`src/rtl/clken_pkg.sv`:
```
// Shared helpers for the clock-enable generator.
// Assumes ratio and lead are unsigned and small enough to fit in an int.
package clken_pkg;

    // Legality rule: nonzero ratio, nonzero lead, lead no larger than ratio.
    function automatic logic cfg_legal(input int unsigned ratio, input int unsigned lead);
        return (ratio != 0) && (lead != 0) && (lead <= ratio);
    endfunction

endpackage

```
`src/rtl/clken_cfg_hold.sv`:
```
// Holds the active ratio and lead. Loads new values only when `load` is
// high, and only if they are legal. Otherwise it keeps the old pair and raises err.
// Assumes load is high for exactly one cycle per period boundary.
module clken_cfg_hold #(
    parameter int RW = 4,
    parameter int LW = 2
) (
    input  logic          clk,
    input  logic          rst_n,
    input  logic          load,
    input  logic [RW-1:0] ratio_in,
    input  logic [LW-1:0] lead_in,
    output logic [RW-1:0] cur_ratio,
    output logic [LW-1:0] cur_lead,
    output logic          err
);
    import clken_pkg::*;

    logic ok;

    // Judge the requested pair against the legality rule.
    always_comb ok = cfg_legal(int'(ratio_in), int'(lead_in));

    // Latch a legal pair at a boundary, or flag a refused one.
    always_ff @(posedge clk) begin
        if (!rst_n) begin
            cur_ratio <= RW'(1);
            cur_lead  <= LW'(1);
            err       <= 1'b0;
        end else if (load) begin
            if (ok) begin
                cur_ratio <= ratio_in;
                cur_lead  <= lead_in;
            end
            err <= !ok;
        end
    end
endmodule

```
`src/rtl/clken_phase_ctr.sv`:
```
// Counts the fast-cycle position within a slow period. It flags the last
// cycle of a period, and the first cycle after reset, as a load point.
// Assumes cur_ratio is at least 1 and changes only on a load edge.
module clken_phase_ctr #(
    parameter int RW = 4
) (
    input  logic          clk,
    input  logic          rst_n,
    input  logic [RW-1:0] cur_ratio,
    output logic [RW-1:0] phase,
    output logic          started,
    output logic          load
);
    localparam logic [RW-1:0] ONE = RW'(1);

    // A boundary is the final cycle of a period, or the cycle before the first period.
    always_comb load = !started || (phase == cur_ratio - ONE);

    // Advance the phase, wrapping to zero at each boundary.
    always_ff @(posedge clk) begin
        if (!rst_n) begin
            phase   <= '0;
            started <= 1'b0;
        end else begin
            started <= 1'b1;
            phase   <= load ? '0 : phase + ONE;
        end
    end
endmodule

```
`src/rtl/clken_strobe.sv`:
```
// Decodes the enable strobe and the slow-clock model from the phase.
// The strobe is blanked while run is low and in the first cycle that run is high again.
// Assumes 1 <= cur_lead <= cur_ratio and LW <= RW.
module clken_strobe #(
    parameter int RW = 4,
    parameter int LW = 2
) (
    input  logic          clk,
    input  logic          rst_n,
    input  logic          run,
    input  logic          started,
    input  logic [RW-1:0] phase,
    input  logic [RW-1:0] cur_ratio,
    input  logic [LW-1:0] cur_lead,
    output logic          en,
    output logic          slow_clk
);
    logic          run_q;
    logic [RW-1:0] fire_at;
    logic [RW:0]   high_len;

    // Remember whether run was high in the previous cycle.
    always_ff @(posedge clk) begin
        if (!rst_n) run_q <= 1'b0;
        else        run_q <= run;
    end

    // Strobe position and high-phase length of the slow clock.
    always_comb begin
        fire_at  = cur_ratio - {{(RW-LW){1'b0}}, cur_lead};
        high_len = ({1'b0, cur_ratio} + {{RW{1'b0}}, 1'b1}) >> 1;
    end

    // Output decode.
    always_comb begin
        en       = started && run && run_q && (phase == fire_at);
        slow_clk = started && ({1'b0, phase} < high_len);
    end
endmodule

```
`src/rtl/clken_ratio_gen.sv`:
```
// Top of the integer-ratio clock-enable generator: configuration hold,
// phase counter and strobe decode. The configuration is taken only at period boundaries.
// Assumes a single fast clock and a synchronous active-low reset.
module clken_ratio_gen #(
    parameter int RW = 4,
    parameter int LW = 2
) (
    input  logic          clk,
    input  logic          rst_n,
    input  logic          run,
    input  logic [RW-1:0] ratio_in,
    input  logic [LW-1:0] lead_in,
    output logic          en,
    output logic          slow_clk,
    output logic          cfg_err
);
    logic [RW-1:0] cur_ratio;
    logic [LW-1:0] cur_lead;
    logic [RW-1:0] phase;
    logic          started;
    logic          load;

    clken_cfg_hold #(.RW(RW), .LW(LW)) u_cfg (
        .clk(clk), .rst_n(rst_n), .load(load),
        .ratio_in(ratio_in), .lead_in(lead_in),
        .cur_ratio(cur_ratio), .cur_lead(cur_lead), .err(cfg_err)
    );

    clken_phase_ctr #(.RW(RW)) u_ctr (
        .clk(clk), .rst_n(rst_n), .cur_ratio(cur_ratio),
        .phase(phase), .started(started), .load(load)
    );

    clken_strobe #(.RW(RW), .LW(LW)) u_strobe (
        .clk(clk), .rst_n(rst_n), .run(run), .started(started),
        .phase(phase), .cur_ratio(cur_ratio), .cur_lead(cur_lead),
        .en(en), .slow_clk(slow_clk)
    );
endmodule

```
`config.mk`:
```
export PLATFORM = sky130hd
export DESIGN_NAME = clken_ratio_gen
export DESIGN_NICKNAME = d
export VERILOG_FILES = /design/src/rtl/clken_pkg.sv /design/src/rtl/clken_cfg_hold.sv /design/src/rtl/clken_phase_ctr.sv /design/src/rtl/clken_strobe.sv /design/src/rtl/clken_ratio_gen.sv
export SDC_FILE = /design/constraint.sdc
export NUM_CORES = 1
export LEC_CHECK = 0
export BUFFER_PORTS_ARGS = -buffer_cell sky130_fd_sc_hd__clkbuf_2
export CAP_MARGIN = 20
export CORE_MARGIN = 4
export CORE_UTILIZATION = 55
export DETAILED_ROUTE_END_ITERATION = 7
export PLACE_DENSITY = 0.85
export SYNTH_ARGS = -nofsm -noshare
export SYNTH_HDL_FRONTEND = slang
export SYNTH_SLANG_ARGS = --single-unit
```
`constraint.sdc`:
```
create_clock -name clk -period 2.25 [get_ports clk]
set_input_delay 0.1125 -clock clk [delete_from_list [all_inputs] [get_ports clk]]
set_output_delay 0.1125 -clock clk [all_outputs]
set_load 0.01 [all_outputs]
```
Word level (Yosys, flattened, before mapping)
Index checks and enable logic that the tools add are counted.

Add/sub/neg operators: 4. Multipliers: 0. Div/mod/pow operators: 0. $lt $le $gt $ge: 2. Eq/ne operators: 2. Shift operators: 0. Mux-type cells: 1. Bitwise operators: 1. Reduce and logical (&&, ||, !) cells: 13.

Operator list (number): $eq A4 B4 Y1 (2); $logic_and A1 B1 Y1 (6); $add A4 B1 Y5 const B (1); $add A4 B1 Y4 const B (1); $le A2 B4 Y1 (1); $lt A4 B4 Y1 (1); $reduce_bool A4 Y1 (1); $sub A4 B1 Y4 const B (1); $sub A4 B2 Y4 (1); $logic_not A1 Y1 (2); $reduce_and A2 Y1 (1); $reduce_bool A2 Y1 (1); $reduce_or A2 Y1 (1); $logic_or A1 B1 Y1 (1); $mux W1 (1); $not A1 Y1 (1).

Flip-flop bits (word level): 13. Latch bits: 0. Memory bits (writable): 0. ROM bits: 0. Input bits: 9. Output and inout port bits: 3. Word-level logic and storage cells: 29. Memories kept: 0.

Logic depth before layout (Yosys ltp)
Word-level depth: 4. Depth in mapped cells: 7. Mapped depth without buffers: 7.

By module
Synthesis repeated with hierarchy kept, for this count alone.

Cells, all modules: 97. Area, all modules: 907.1 µm².

Modules (own cells, without submodules): clken_cfg_hold (times used 1, cells each 40, area each 342.8 µm², sequential area each 140.1 µm²); clken_phase_ctr (times used 1, cells each 26, area each 282.8 µm², sequential area each 100.1 µm²); clken_strobe (times used 1, cells each 31, area each 281.5 µm², sequential area each 20.0 µm²).

Worst setup path after synthesis
OpenSTA, ideal clock, no wires.

Path kind: register to output. From: register u_cfg.cur_ratio[0]. To: output en. Arrival time: 1845 ps. Data required time: 2138 ps. Slack: 293 ps. Stages on the path, launching flop included: 8. Buffers on the path: 0. Cells stage by stage: dfxtp_1 inv_1 ha_1 inv_1 fa_1 xnor2_1 nand4_1 nor4_1.

Word-level cells in the longest chain between the ends: 3.

RTL lines: from (decl) (RTL line clken_cfg_hold.sv:13) `output logic [RW-1:0] cur_ratio,`; from (signal assigned) (RTL line clken_cfg_hold.sv:32) `cur_ratio <= ratio_in;`; $sub A4 B2 Y4 (RTL line clken_strobe.sv:30) `fire_at = cur_ratio - {{(RW-LW){1'b0}}, cur_lead};`; $eq A4 B4 Y1 (RTL line clken_strobe.sv:36) `en = started && run && run_q && (phase == fire_at);`; $logic_and A1 B1 Y1 (RTL line clken_strobe.sv:36); to (decl) (RTL line clken_ratio_gen.sv:13) `output logic en,`.

Every way passes these cells.

Worst setup path in the final report
Ends and elaborated chain as after synthesis.

==> metrics.csv <==
stage,metric,value,unit
die,num ports,12,
yosys,sequential share of the synthesized area,0.2873,
worst_hold_path,Hold Crit Start,run,
worst_setup_path,reg-to-reg setup timing slack,0.45,ns
placement,DP HPWL,1310,um
clock_network,hold buffer count at CTS,0,
clock_network,CTS tree,yes,
sta,Setup TNS,0,ns
placement,dpl ws,0.1674,ns
clock_network,H-tree Lvls,1,
sta,Tmin final,2.092,ns
final_layout,"commonest non-fill, non-tap cell in the layout",dfxtp_1,
global_route,global-route wire length before repair,2829,um
routing,drt initial violations,3,
sta,Fin. Hold Viols,0,
worst_setup_path,"most used cell, CP",inv_1,
worst_setup_path,critical setup path kind,flop to output pin,
clock_network,# clock sinks,13,
final_layout,"non-filler cells, final",125,
final_layout,Multi-input gate area,610.6,um2
worst_setup_path,"Largest delay share family, worst path",adder cells,
worst_hold_path,hold path cells,2,
yosys,cell taking the most area after synthesis,dfxtp_1,
yosys,Mapped Cells,96,
yosys,top-area cell type share of the netlist area,0.2873,
global_route,gr usage total,0.1466,
worst_setup_path,Reg2Reg Depth,5,
final_layout,cell area after layout,1003,um2
worst_setup_path,worst setup path startpoint,u_cfg.cur_ratio[0],
sta,final max-slew violation count,0,
final_layout,flip-flop and latch area,265.3,um2
worst_setup_path,"Max FO, Critical Path",6,
placement,gpl congestion,0.7870,
clock_network,clk buf depth,2,
final_layout,synth-to-layout area growth,10.77,%
worst_setup_path,cell-by-cell trace of the critical path,inv_1 > ha_1 > inv_1 > fa_1 > xnor2_1 > nand4_1 > nor4_2 > buf_2,
flow_run,maxcap violations,0,
die,core area,1524,um2
die,Initial Util,0.5944,
final_layout,share of cells above drive strength 1,0.1927,
yosys,Post-Syn Area per Cell,9.436,um2
power,Pwr Total,778.2,uW
clock_network,CTS buffer count,3,
yosys,Async SR Flop Fraction,0,
yosys,YS warnings,0,
worst_setup_path,CP Depth,8,
yosys,Mapped Area,905.9,um2
clock_network,Worst-path clk slew,0.08,ns
sta,Achievable Freq,0.4780,GHz
worst_setup_path,Worst setup SP type,flop,
sta,relative slew slack,0.6173,
worst_hold_path,Hold Crit Class,input pin to flop,
placement,port bufs,11,
final_layout,most frequent cells in the layout,"dfxtp_1 (11), ha_1 (10), clkbuf_2 (10)",
final_layout,fill count,140,
yosys,number of synthesized register bits,13,
routing,final WL,1538,um
clock_network,Root Driver,clkbuf_4,
final_layout,# diodes,0,
routing,routed wire length per instance,12.30,um
sta,Fin Hold WS,0.07276,ns
die,Chip Width,48.59,um
die,Die Y,48.59,um
worst_setup_path,Crit path buffers/inverters,3,
worst_setup_path,critical path arrival,1.98,ns
worst_setup_path,Worst path max stage delay,0.43,ns
global_route,initial antenna violation count,0,
sta,Worst Clk Skew,0.007522,ns
yosys,Area contributors post-synth,"dfxtp_1 (29%), ha_1 (14%), xnor2_1 (7.7%), xor2_1 (4.8%), mux2i_1 (4.4%)",
power,Leak,0.4509,nW
worst_setup_path,R2R Path Start,u_cfg.cur_ratio[3],
yosys,"EDFF count, synth",0,
sta,final setup margin,0.1579,ns
placement,placed insts,121,
clock_network,"Clk Latency, worst-skew pair",0.27,ns
power,Worst VDD drop,0.3675,mV
placement,placed inst area,965.9,um2
sta,Tcrit/Tclk final,0.9298,
routing,Residual DRC,0,
global_route,largest net degree at the start of global routing,18,
sta,setup repair after global routing missed its margin,no,
global_route,vias in the first global route,692,
routing,Pre-Repair DR Iteration Count,3,
final_layout,# nets final,130,
die,Row Count,14,
worst_setup_path,WP data required,2.14,ns
routing,via count of the routed design,680,
final_layout,Final Util,0.6585,
routing,post-route ant nets,0,
yosys,Synthesized Nets,116,
worst_setup_path,critical path capture point type,output pin,
clock_network,Post-CTS Setup Bufs,0,
sta,Worst-Margin Slew,0.5688,ns
die,DIE AREA,2361,um2
sta,number of endpoints failing setup at the final stage,0,
outcome,outcome,"complete, no violations",
worst_setup_path,"Slowest-stage cell, CP",fa_1,
yosys,Cell variety after synth,33,
power,Power Density,775.5,nW/um2
global_route,grt total ovfl,0,
routing,vias per cell,5.440,
yosys,Post-synth top flop,dfxtp_1,
-- path summary, 6_finish.rpt --
kind	to
worst max-delay path	en
worst min-delay path	u_strobe.run_q
worst max register to register	u_cfg.err
worst min register to register	u_cfg.cur_lead[1]
-- report_power, final --
group	total (mW)	switching [mW]	leakage, nW	internal (mW)
clock	0.140	0.0713	0.0150	0.0685
sequential	0.308	0.0438	0.107	0.264
combinational	0.330	0.164	0.329	0.166
-- Yosys cell counts (all sizes together), types with 2 or more instances --
library cell and count:
mux2i 4, nand3 4, a211oi 2, nor4 2, nor2b 4, nor3b 2
nand2 10, nor3 2, o21ai 2, xnor2 8, ha 10, o21a 2
dfxtp 13, inv 7, nor2 4, xor2 5
-- registers in the layout, summed over array words and instances (netlist names) --
signal,cells
u_ctr.phase,4
u_ctr.started,1
u_strobe.run_q,1
u_cfg.cur_ratio,4
u_cfg.cur_lead,2
u_cfg.err,1
-- worst register-to-register path, delay by kind of cell, from the launching register on --
kind	cells	cell delay (ns)
DFF	1	0.36
xor gates and xnor gates	2	0.52
and+or+nand+nor	1	0.13
AOI/OAI and AO/OA	2	0.69
-- cells by family after synthesis --
family                     count (synthesis)  share of synthesized area
and+or+nand+nor                           34                     0.2017
xor gates and xnor gates                  14                     0.1506
DFF                                       13                     0.2873
AOI/OAI and AO/OA                         11                     0.1105
adders and majority gates                 11                     0.1602
buffers and inverters                      9                    0.04558
muxes                                      4                    0.04420
-- layer usage --
metal,share of wire,global-route usage,wire length [um]
met5,0,0,0
met4,0.0059,0.06278,9
met3,0.032,0.03067,49
met2,0.49,0.2478,759
met1,0.47,0.1767,720
-- repair_timing --
item | in CTS | in global routing
setup endpoints to repair | 1 | 2
hold endpoints to repair | 0 | 0
pin swaps | 1 | 1
gates resized for setup | 3 | 2
-- final cells by class --
class                   instances  area share
clock buffers                   4     0.02618
inverters                       7     0.02618
multi-input cells              74      0.6085
flip-flops and latches         13      0.2643
well taps                      16     0.01995
repair buffers                 11     0.05486
No activity file was read; power rests on OpenSTA's default activity.
